$ cat config.mk
export PLATFORM = sky130hd
export DESIGN_NAME = pfc_counter
export DESIGN_NICKNAME = d
export VERILOG_FILES = /design/src/rtl/pfc_pkg.sv /design/src/rtl/pfc_cfg_reg.sv /design/src/rtl/pfc_event_filter.sv /design/src/rtl/pfc_accum.sv /design/src/rtl/pfc_counter.sv
export SDC_FILE = /design/constraint.sdc
export NUM_CORES = 1
export LEC_CHECK = 0
export ABC_AREA = 0
export BUFFER_PORTS_ARGS = -buffer_cell sky130_fd_sc_hd__buf_2
export CORE_ASPECT_RATIO = 1.2
export CORE_UTILIZATION = 48
export CTS_BUF_LIST = sky130_fd_sc_hd__clkbuf_4 sky130_fd_sc_hd__clkbuf_8
export DETAILED_ROUTE_END_ITERATION = 8
export GPL_ROUTABILITY_DRIVEN = 0
export HOLD_SLACK_MARGIN = 0.08
export PLACE_DENSITY = 0.88
export SLEW_MARGIN = 10
export SYNTH_ARGS = -nofsm -noshare
export SYNTH_HDL_FRONTEND = slang
export SYNTH_HIERARCHICAL = 1
export SYNTH_SLANG_ARGS = --single-unit
$ cat constraint.sdc
create_clock -name clk -period 8.6 [get_ports clk]
set_clock_uncertainty 0.15 [all_clocks]
set_input_delay 1.72 -clock clk [delete_from_list [all_inputs] [get_ports clk]]
set_output_delay 1.72 -clock clk [all_outputs]
set_load 0.01 [all_outputs]
$ cat src/rtl/pfc_pkg.sv
package pfc_pkg;

  typedef enum logic [1:0] {
    PRIV_USER  = 2'd0,
    PRIV_SUPER = 2'd1,
    PRIV_HYPER = 2'd2,
    PRIV_RSVD  = 2'd3
  } priv_e;

  // Privilege gate: one enable bit per level, reserved level never counts.
  function automatic logic mode_hit(input logic [2:0] mask, input priv_e p);
    case (p)
      PRIV_USER:  return mask[0];
      PRIV_SUPER: return mask[1];
      PRIV_HYPER: return mask[2];
      default:    return 1'b0;
    endcase
  endfunction

  // Threshold compare, widened so that callers of any width share it.
  function automatic logic meets_thresh(input logic [31:0] qty,
                                        input logic [31:0] thr,
                                        input logic        inv);
    return inv ? (qty < thr) : (qty >= thr);
  endfunction

  // Overflow is a 0->1 change of the top bit caused by an increment.
  function automatic logic top_bit_rise(input logic old_msb, input logic new_msb);
    return !old_msb && new_msb;
  endfunction

endpackage

$ cat src/rtl/pfc_cfg_reg.sv
module pfc_cfg_reg #(
  parameter int SELW = 2,
  parameter int EVW  = 8
) (
  input  logic            clk,
  input  logic            rst_n,
  input  logic            we,
  input  logic [SELW-1:0] sel_d,
  input  logic [EVW-1:0]  umask_d,
  input  logic [2:0]      modes_d,
  input  logic [EVW-1:0]  thresh_d,
  input  logic            inv_d,
  input  logic            edge_d,
  input  logic            inten_d,
  input  logic            pinctl_d,
  output logic [SELW-1:0] sel_q,
  output logic [EVW-1:0]  umask_q,
  output logic [2:0]      modes_q,
  output logic [EVW-1:0]  thresh_q,
  output logic            inv_q,
  output logic            edge_q,
  output logic            inten_q,
  output logic            pinctl_q
);

  always_ff @(posedge clk) begin
    if (!rst_n) begin
      sel_q    <= '0;
      umask_q  <= '0;
      modes_q  <= '0;
      thresh_q <= '0;
      inv_q    <= 1'b0;
      edge_q   <= 1'b0;
      inten_q  <= 1'b0;
      pinctl_q <= 1'b0;
    end else if (we) begin
      sel_q    <= sel_d;
      umask_q  <= umask_d;
      modes_q  <= modes_d;
      thresh_q <= thresh_d;
      inv_q    <= inv_d;
      edge_q   <= edge_d;
      inten_q  <= inten_d;
      pinctl_q <= pinctl_d;
    end
  end

endmodule

$ cat src/rtl/pfc_event_filter.sv
module pfc_event_filter
  import pfc_pkg::*;
#(
  parameter int                    NUM_EVENTS  = 4,
  parameter int                    EVW         = 8,
  parameter int                    SELW        = 2,
  parameter logic [NUM_EVENTS-1:0] EVT_IS_MASK = 4'b1010
) (
  input  logic                      clk,
  input  logic                      rst_n,
  input  logic [NUM_EVENTS*EVW-1:0] evt_in,
  input  logic [1:0]                priv_mode,
  input  logic [SELW-1:0]           sel,
  input  logic [EVW-1:0]            umask,
  input  logic [2:0]                modes,
  input  logic [EVW-1:0]            thresh,
  input  logic                      inv,
  input  logic                      edge_en,
  input  logic                      clr_hist,
  output logic                      mode_ok,
  output logic                      thr_nz,
  output logic                      cond,
  output logic [EVW-1:0]            inc
);

  function automatic logic [EVW-1:0] ones(input logic [EVW-1:0] v);
    logic [EVW-1:0] n;
    n = '0;
    for (int b = 0; b < EVW; b++) n = n + EVW'(v[b]);
    return n;
  endfunction

  logic [EVW-1:0] qty_arr [NUM_EVENTS];
  logic [EVW-1:0] qty_sel;
  logic [EVW-1:0] level_inc;
  logic           cmp;
  logic           hist_q;

  // Per-source quantity: bitmask sources are masked and reduced to a count.
  for (genvar k = 0; k < NUM_EVENTS; k++) begin : g_src
    if (EVT_IS_MASK[k]) begin : g_mask
      assign qty_arr[k] = ones(evt_in[k*EVW +: EVW] & umask);
    end else begin : g_cnt
      assign qty_arr[k] = evt_in[k*EVW +: EVW];
    end
  end

  always_comb begin
    qty_sel = '0;
    for (int k = 0; k < NUM_EVENTS; k++) begin
      if (sel == SELW'(k)) qty_sel = qty_arr[k];
    end
  end

  assign mode_ok   = mode_hit(modes, priv_e'(priv_mode));
  assign thr_nz    = |thresh;
  assign cmp       = meets_thresh(32'(qty_sel), 32'(thresh), inv);
  assign cond      = mode_ok && (thr_nz ? cmp : |qty_sel);
  assign level_inc = thr_nz ? EVW'(cond) : (mode_ok ? qty_sel : '0);
  assign inc       = edge_en ? EVW'(cond && !hist_q) : level_inc;

  always_ff @(posedge clk) begin
    if (!rst_n)        hist_q <= 1'b0;
    else if (clr_hist) hist_q <= 1'b0;
    else               hist_q <= cond;
  end

endmodule

$ cat src/rtl/pfc_accum.sv
module pfc_accum
  import pfc_pkg::*;
#(
  parameter int CW = 64,
  parameter int IW = 8
) (
  input  logic          clk,
  input  logic          rst_n,
  input  logic [IW-1:0] inc,
  input  logic          wr_en,
  input  logic [CW-1:0] wr_data,
  input  logic          inten,
  input  logic          pinctl,
  output logic [CW-1:0] count,
  output logic          irq,
  output logic          pin,
  output logic          ovf_pulse
);

  logic [CW-1:0] sum;

  assign sum       = count + {{(CW-IW){1'b0}}, inc};
  assign ovf_pulse = !wr_en && top_bit_rise(count[CW-1], sum[CW-1]);

  always_ff @(posedge clk) begin
    if (!rst_n) begin
      count <= '0;
      irq   <= 1'b0;
      pin   <= 1'b0;
    end else begin
      count <= wr_en ? wr_data : sum;
      if (wr_en)                irq <= 1'b0;
      else if (ovf_pulse && inten) irq <= 1'b1;
      if (ovf_pulse && pinctl)  pin <= !pin;
    end
  end

endmodule

$ cat src/rtl/pfc_counter.sv
module pfc_counter
  import pfc_pkg::*;
#(
  parameter int                    NUM_EVENTS  = 4,
  parameter int                    EVW         = 8,
  parameter int                    CW          = 64,
  parameter logic [NUM_EVENTS-1:0] EVT_IS_MASK = 4'b1010,
  localparam int                   SELW        = (NUM_EVENTS > 1) ? $clog2(NUM_EVENTS) : 1
) (
  input  logic                      clk,
  input  logic                      rst_n,
  input  logic [1:0]                priv_mode,
  input  logic [NUM_EVENTS*EVW-1:0] evt_in,
  input  logic                      cfg_we,
  input  logic [SELW-1:0]           cfg_sel,
  input  logic [EVW-1:0]            cfg_umask,
  input  logic [2:0]                cfg_modes,
  input  logic [EVW-1:0]            cfg_thresh,
  input  logic                      cfg_inv,
  input  logic                      cfg_edge,
  input  logic                      cfg_inten,
  input  logic                      cfg_pinctl,
  input  logic                      cnt_we,
  input  logic [CW-1:0]             cnt_wdata,
  output logic [CW-1:0]             count,
  output logic                      irq,
  output logic                      pin_out
);

  logic [SELW-1:0] sel_q;
  logic [EVW-1:0]  umask_q;
  logic [2:0]      modes_q;
  logic [EVW-1:0]  thresh_q;
  logic            inv_q;
  logic            edge_q;
  logic            inten_q;
  logic            pinctl_q;

  // Named internal events, observed by the bound checker.
  logic            mode_ok;
  logic            thr_nz;
  logic            flt_cond;
  logic            ovf_pulse;
  logic [EVW-1:0]  flt_inc;

  pfc_cfg_reg #(.SELW(SELW), .EVW(EVW)) u_cfg (
    .clk      (clk),
    .rst_n    (rst_n),
    .we       (cfg_we),
    .sel_d    (cfg_sel),
    .umask_d  (cfg_umask),
    .modes_d  (cfg_modes),
    .thresh_d (cfg_thresh),
    .inv_d    (cfg_inv),
    .edge_d   (cfg_edge),
    .inten_d  (cfg_inten),
    .pinctl_d (cfg_pinctl),
    .sel_q    (sel_q),
    .umask_q  (umask_q),
    .modes_q  (modes_q),
    .thresh_q (thresh_q),
    .inv_q    (inv_q),
    .edge_q   (edge_q),
    .inten_q  (inten_q),
    .pinctl_q (pinctl_q)
  );

  pfc_event_filter #(
    .NUM_EVENTS  (NUM_EVENTS),
    .EVW         (EVW),
    .SELW        (SELW),
    .EVT_IS_MASK (EVT_IS_MASK)
  ) u_filt (
    .clk       (clk),
    .rst_n     (rst_n),
    .evt_in    (evt_in),
    .priv_mode (priv_mode),
    .sel       (sel_q),
    .umask     (umask_q),
    .modes     (modes_q),
    .thresh    (thresh_q),
    .inv       (inv_q),
    .edge_en   (edge_q),
    .clr_hist  (cnt_we),
    .mode_ok   (mode_ok),
    .thr_nz    (thr_nz),
    .cond      (flt_cond),
    .inc       (flt_inc)
  );

  pfc_accum #(.CW(CW), .IW(EVW)) u_acc (
    .clk       (clk),
    .rst_n     (rst_n),
    .inc       (flt_inc),
    .wr_en     (cnt_we),
    .wr_data   (cnt_wdata),
    .inten     (inten_q),
    .pinctl    (pinctl_q),
    .count     (count),
    .irq       (irq),
    .pin       (pin_out),
    .ovf_pulse (ovf_pulse)
  );

endmodule

## Word-level counts from Yosys, hierarchy flattened

Cells that the tools add are included.

- Memories kept: 0
- Memory bits (read-only): 0
- Bits in latches: 0
- Bits in registers: 92
- Output and inout port bits: 66
- Input port bits: 127
- Bits in writable memories: 0

- Equal/unequal tests: 5
- Mux-type cells: 11
- Add/sub/neg operators: 15
- Reductions and logical operators: 15
- Multiply operators: 0
- Divide/modulo/power cells: 0
- Bitwise gates (word level): 3
- $lt $le $gt $ge: 2
- Shift operators: 0

Operators by type and width:

| kind | count |
|---|---|
| 8-bit by 1-bit adder with 8-bit output | 12 |
| 64-bit by 8-bit adder with 64-bit output | 1 |
| 64-bit 2-to-1 mux | 1 |
| 8-bit 2-to-1 mux | 7 |
| 8-bit bitwise AND | 2 |
| 8-bit OR reduction | 2 |
| 8-bit >= comparator | 1 |
| 8-bit less-than comparator | 1 |
| 2-bit equality test, second input constant | 3 |
| 1-bit logical AND | 6 |
| 1-bit by 1-bit adder with 2-bit output | 2 |
| 2-bit by 1-bit equality test with 1-bit output, second input constant | 2 |
| 1-bit logical NOT | 4 |
| 2-bit logical NOT | 2 |
| 1-bit case mux with 3 select lines | 1 |
| 1-bit 2-to-1 mux | 2 |
| 2-bit OR reduction | 1 |
| 1-bit inverter | 1 |

## Longest topological paths before layout

- Depth after elaboration: 21
- Gate-level depth with buffers: 28

## Modules after synthesis

The synthesis kept the hierarchy.

By module, submodules not included:

| module | cells each | sequential area each (sq um) | area an instance (sq um) | times used |
|---|---|---|---|---|
| pfc_accum | 536 | 1321.3 | 4244.1 | 1 |
| pfc_cfg_reg | 80 | 500.5 | 965.9 | 1 |
| pfc_event_filter | 118 | 20.0 | 947.2 | 1 |

## Worst setup path after synthesis

Ideal clock, no wire load.

- Kind: input port to flip-flop
- Start: input evt_in[8]
- End: register u_acc.count[40]
- Cell stages on the path: 25
- Path slack: 0.320 ns
- Library setup time: 0.125 ns
- Arrival time: 8.004 ns
- Required time: 8.325 ns
- Cells stage by stage: and2_1 -> fa_1 -> inv_1 -> fa_1 -> inv_1 -> fa_1 -> ha_1 -> fa_1 -> xor2_1 -> mux4_2 -> ha_1 -> a21o_1 -> a21oi_1 -> a21oi_1 -> or4_1 -> nand4_1 -> a2111oi_1 -> ha_1 -> fa_1 -> a211oi_1 -> o211ai_2 -> and4_1 -> buf_2 -> a311oi_1 -> nor3_1

- Longest elaborated chain between the ends: 19
- Elaborated cells on any way between the ends: 23

Ends and longest elaborated chain:

| item | line | text |
|---|---|---|
| start, declared | pfc_counter.sv:13 | `input logic [NUM_EVENTS*EVW-1:0] evt_in,` |
| 8-bit bitwise AND (*) | pfc_event_filter.sv:42 | `assign qty_arr[k] = ones(evt_in[k*EVW +: EVW] & umask);` |
| 1-bit by 1-bit adder with 2-bit output (*) | pfc_event_filter.sv:29 | `for (int b = 0; b < EVW; b++) n = n + EVW'(v[b]);` |
| 8-bit by 1-bit adder with 8-bit output (*) (6 in series) | pfc_event_filter.sv:29 |  |
| 8-bit 2-to-1 mux (*) (3 in series) | pfc_event_filter.sv:51 | `if (sel == SELW'(k)) qty_sel = qty_arr[k];` |
| 8-bit >= comparator / 8-bit less-than comparator (equally long branches) | pfc_pkg.sv:24 | `return inv ? (qty < thr) : (qty >= thr);` |
| 1-bit 2-to-1 mux | pfc_pkg.sv:24 |  |
| 1-bit 2-to-1 mux | pfc_event_filter.sv:58 | `assign cond = mode_ok && (thr_nz ? cmp : \|qty_sel);` |
| 1-bit logical AND | pfc_event_filter.sv:58 |  |
| 8-bit 2-to-1 mux / 1-bit logical AND (equally long branches) | pfc_event_filter.sv:59, pfc_event_filter.sv:60 |  |
| 8-bit 2-to-1 mux (*) | pfc_event_filter.sv:60 | `assign inc = edge_en ? EVW'(cond && !hist_q) : level_inc;` |
| named net flt_inc[0] | pfc_counter.sv:44 | `logic [EVW-1:0] flt_inc;` |
| 64-bit by 8-bit adder with 64-bit output (*) | pfc_accum.sv:22 | `assign sum = count + {{(CW-IW){1'b0}}, inc};` |
| 64-bit 2-to-1 mux (*) | pfc_accum.sv:31 | `count <= wr_en ? wr_data : sum;` |
| end signal, assigned | pfc_accum.sv:31 |  |
| end, declared | pfc_accum.sv:14 | `output logic [CW-1:0] count,` |

Mark *: on every way through the listed nets, which the timed path passes. The rest lies on a longest branch.
A chain may end at the register's enable or synchronous reset.

## Final worst setup path

Ends and elaborated chain as after synthesis.

==> metrics.md <==
| Metric | Value |
|---|---|
| Commonest non-fill, non-tap cells in the layout | `buf_2, dfxtp_1, o21ai_0, nand2_1, nor2_1` |
| Maximum number of pins on one net before global-route repair | `97` |
| Syn_nets | `~890` |
| Clock power share | `about 29%` |
| Switching share of power | `29.9%` |
| Worst reg2reg setup slack | `1.45 ns` |
| Critical path fanouts, max | `13` |
| CP Launch Type | `input pin` |
| Die W | `105 um` |
| DPL Wire Length | `~13000 um` |
| Setup Crit Path Kind | `in -> reg` |
| CP Launch Point | `evt_in[8]` |
| Starting DRT DRC Count | `352` |
| Vias in the first global route | `5824` |
| Setup_tns | `0 ns` |
| Nets | `1065` |
| Filler cell count | `around 1100` |
| F_max | `0.121 GHz` |
| CTS root buf | `clkbuf_8` |
| P_leak | `3.17 nW` |
| Clock slew at reported path FFs | `roughly 0.090 ns` |
| Hold_ws | `about 0.35 ns` |
| PwrDens | `~130 mW/mm^2` |
| Run status | `complete, no violations` |
| Initial antenna violation count | `2` |
| Slew Viols, Final | `0` |
| # rows | `44` |
| Layout cells sized above 1 | `26.3%` |
| Post-Syn Instances | `733` |
| Routed len/inst | `~17 um` |
| Clk_lat worst skew | `0.36 ns` |
| Syn Std Cell Area | `approximately 0.0062 mm^2` |
| Top-level port count | `193` |
| RSZ-0062 raised after global routing | `no` |
| Die Y | `126 um` |
| Int Power | `0.000672 W` |
| Synthesis-to-finish area growth | `19.9%` |
| GRT Total Usage | `26.5%` |
| DRC | `0` |
| Final period utilization | `96.1%` |
| Hold Crit Start | `u_acc/irq` |
| Commonest non-fill, non-tap cell in the layout | `buf_2` |
| Gr ovfl total | `0` |
| Synthesized area per cell | `8.39 um^2` |
| Clock sinks | `between 90 and 100` |
| Drt first pass iters | `6` |
| Final ANT Viol Nets | `0` |
| Worst IR Drop VDD | `0.0000888 V` |
| Vias per cell | `about 5.9` |
| Post_cts resized | `0` |
| Worst reg2reg path startpoint | `u_cfg/umask_q[0]` |
| Required time worst endpoint | `8.70 ns` |
| Post-CTS Setup Bufs | `0` |
| Arrival time at the worst endpoint | `8.37 ns` |
| Longest Clk Path Bufs | `2` |
| Inserted Clock Buffers | `9` |
| Sequential share of power | `51.3%` |
| H-tree levels | `3` |
| Finish-stage setup viols | `0` |
| Synth warn | `6` |
| Post-Route WL | `17700 um` |
| Core Region | `0.0123 mm^2` |
| Max Cap Viol | `0` |
| Final Hold Vio Count | `0` |
| Tightest Pin Transition | `approximately 0.8 ns` |
| Die area | `0.0133 mm^2` |
| DR vias | `6342` |
| Initial Util | `about 50%` |
| Hold Crit Class | `reg -> reg` |
| Psw | `roughly 0.00029 W` |
| Combinational fraction of design power | `around a fifth` |
| First-pass GRT wire length | `28400 um` |
| Buffers on Ports | `192` |
| # hold bufs at CTS | `0` |
| Rel. slew slack | `between 40% and 50%` |
| CTS tree | `done` |
| Period minus WS final | `just over 8 ns` |
| CP endpoint kind | `flip-flop` |
final cells by class:
cell class / instances / area [um^2] / area share (%)
Multi-Input combinational cell: 573 / 4000 / 54.1
Sequential cell: 92 / 1840 / 25.0
Timing Repair Buffer: 203 / 1060 / 14.3
Tap cell: 161 / 201 / 2.73
Clock buffer: 13 / 173 / 2.34
Inverter: 27 / 101 / 1.37
Clock inverter: 1 / 7.51 / 0.102
Antenna cell: 1 / 2.50 / 0.0339
power by group through the flow:
stage / logic (W) / clock network, W / registers [W]
2_1_floorplan: 0.000111 / 0 / 0.000498
3_3_place_gp: 0.000182 / 0 / 0.000500
3_5_place_dp: 0.000187 / 0 / 0.000501
4_1_cts: 0.000188 / 0.000285 / 0.000491
5_1_grt: 0.000210 / 0.000303 / 0.000497
6_report: 0.000188 / 0.000279 / 0.000492
per-stage QoR:
| step | std cells | utilization, % | setup WS (ns) | instance area (um^2) | power (W) |
|---|---|---|---|---|---|
| floorplan | 733 | - | 0.347 | 6150 | 0.000610 |
| global placement | 1056 | 58.6 | 0.157 | 7200 | 0.000682 |
| detailed placement | 1056 | 58.6 | 0.00963 | 7200 | 0.000688 |
| CTS | 1070 | 60.1 | 0.393 | 7380 | 0.000964 |
| global route | 1070 | 60.1 | 0.0240 | 7380 | 0.00101 |
| finish | 1071 | 60.1 | 0.336 | 7380 | 0.000960 |
routing by layer:
| metal | vias up | share of wire (%) | track usage (%) |
|---|---|---|---|
| li1 | 3062 | - | - |
| met1 | 2932 | 40 | 31.9 |
| met2 | 310 | 50 | 46.4 |
| met3 | 36 | 8.3 | 6.21 |
| met4 | 2 | 1.6 | 8.29 |
| met5 | - | 0.045 | 0 |
sequential cells by signal, summed over array words and instances (netlist names), 2 cells and up:
signal          cells
u_cfg/thresh_q      8
u_cfg/modes_q       3
u_cfg/umask_q       8
u_cfg/sel_q         2
u_acc/count        64
worst paths after layout:
check / to / cells after the start
max reg2reg: u_acc/count[40] / 24
min reg2reg: u_acc/irq / 2
max: u_acc/count[40] / 25
min: u_acc/irq / 2
worst max-delay path: stages:
cell       delay [ns]
buf_2            0.09
and2_1           0.16
fa_1             0.53
inv_1            0.05
fa_1             0.53
inv_1            0.06
fa_1             0.48
ha_1             0.25
fa_1             0.38
xor2_1           0.16
mux4_2           0.47
ha_1             0.32
a21o_1           0.17
a21oi_1          0.15
a21oi_1          0.10
or4_1            0.51
nand4_1          0.13
a2111oi_1        0.07
ha_1             0.24
fa_1             0.44
a211oi_1         0.36
o211ai_2         0.16
and4_1           0.40
a311oi_1         0.35
nor3_1           0.09
No activity file was read; power rests on OpenSTA's default activity.
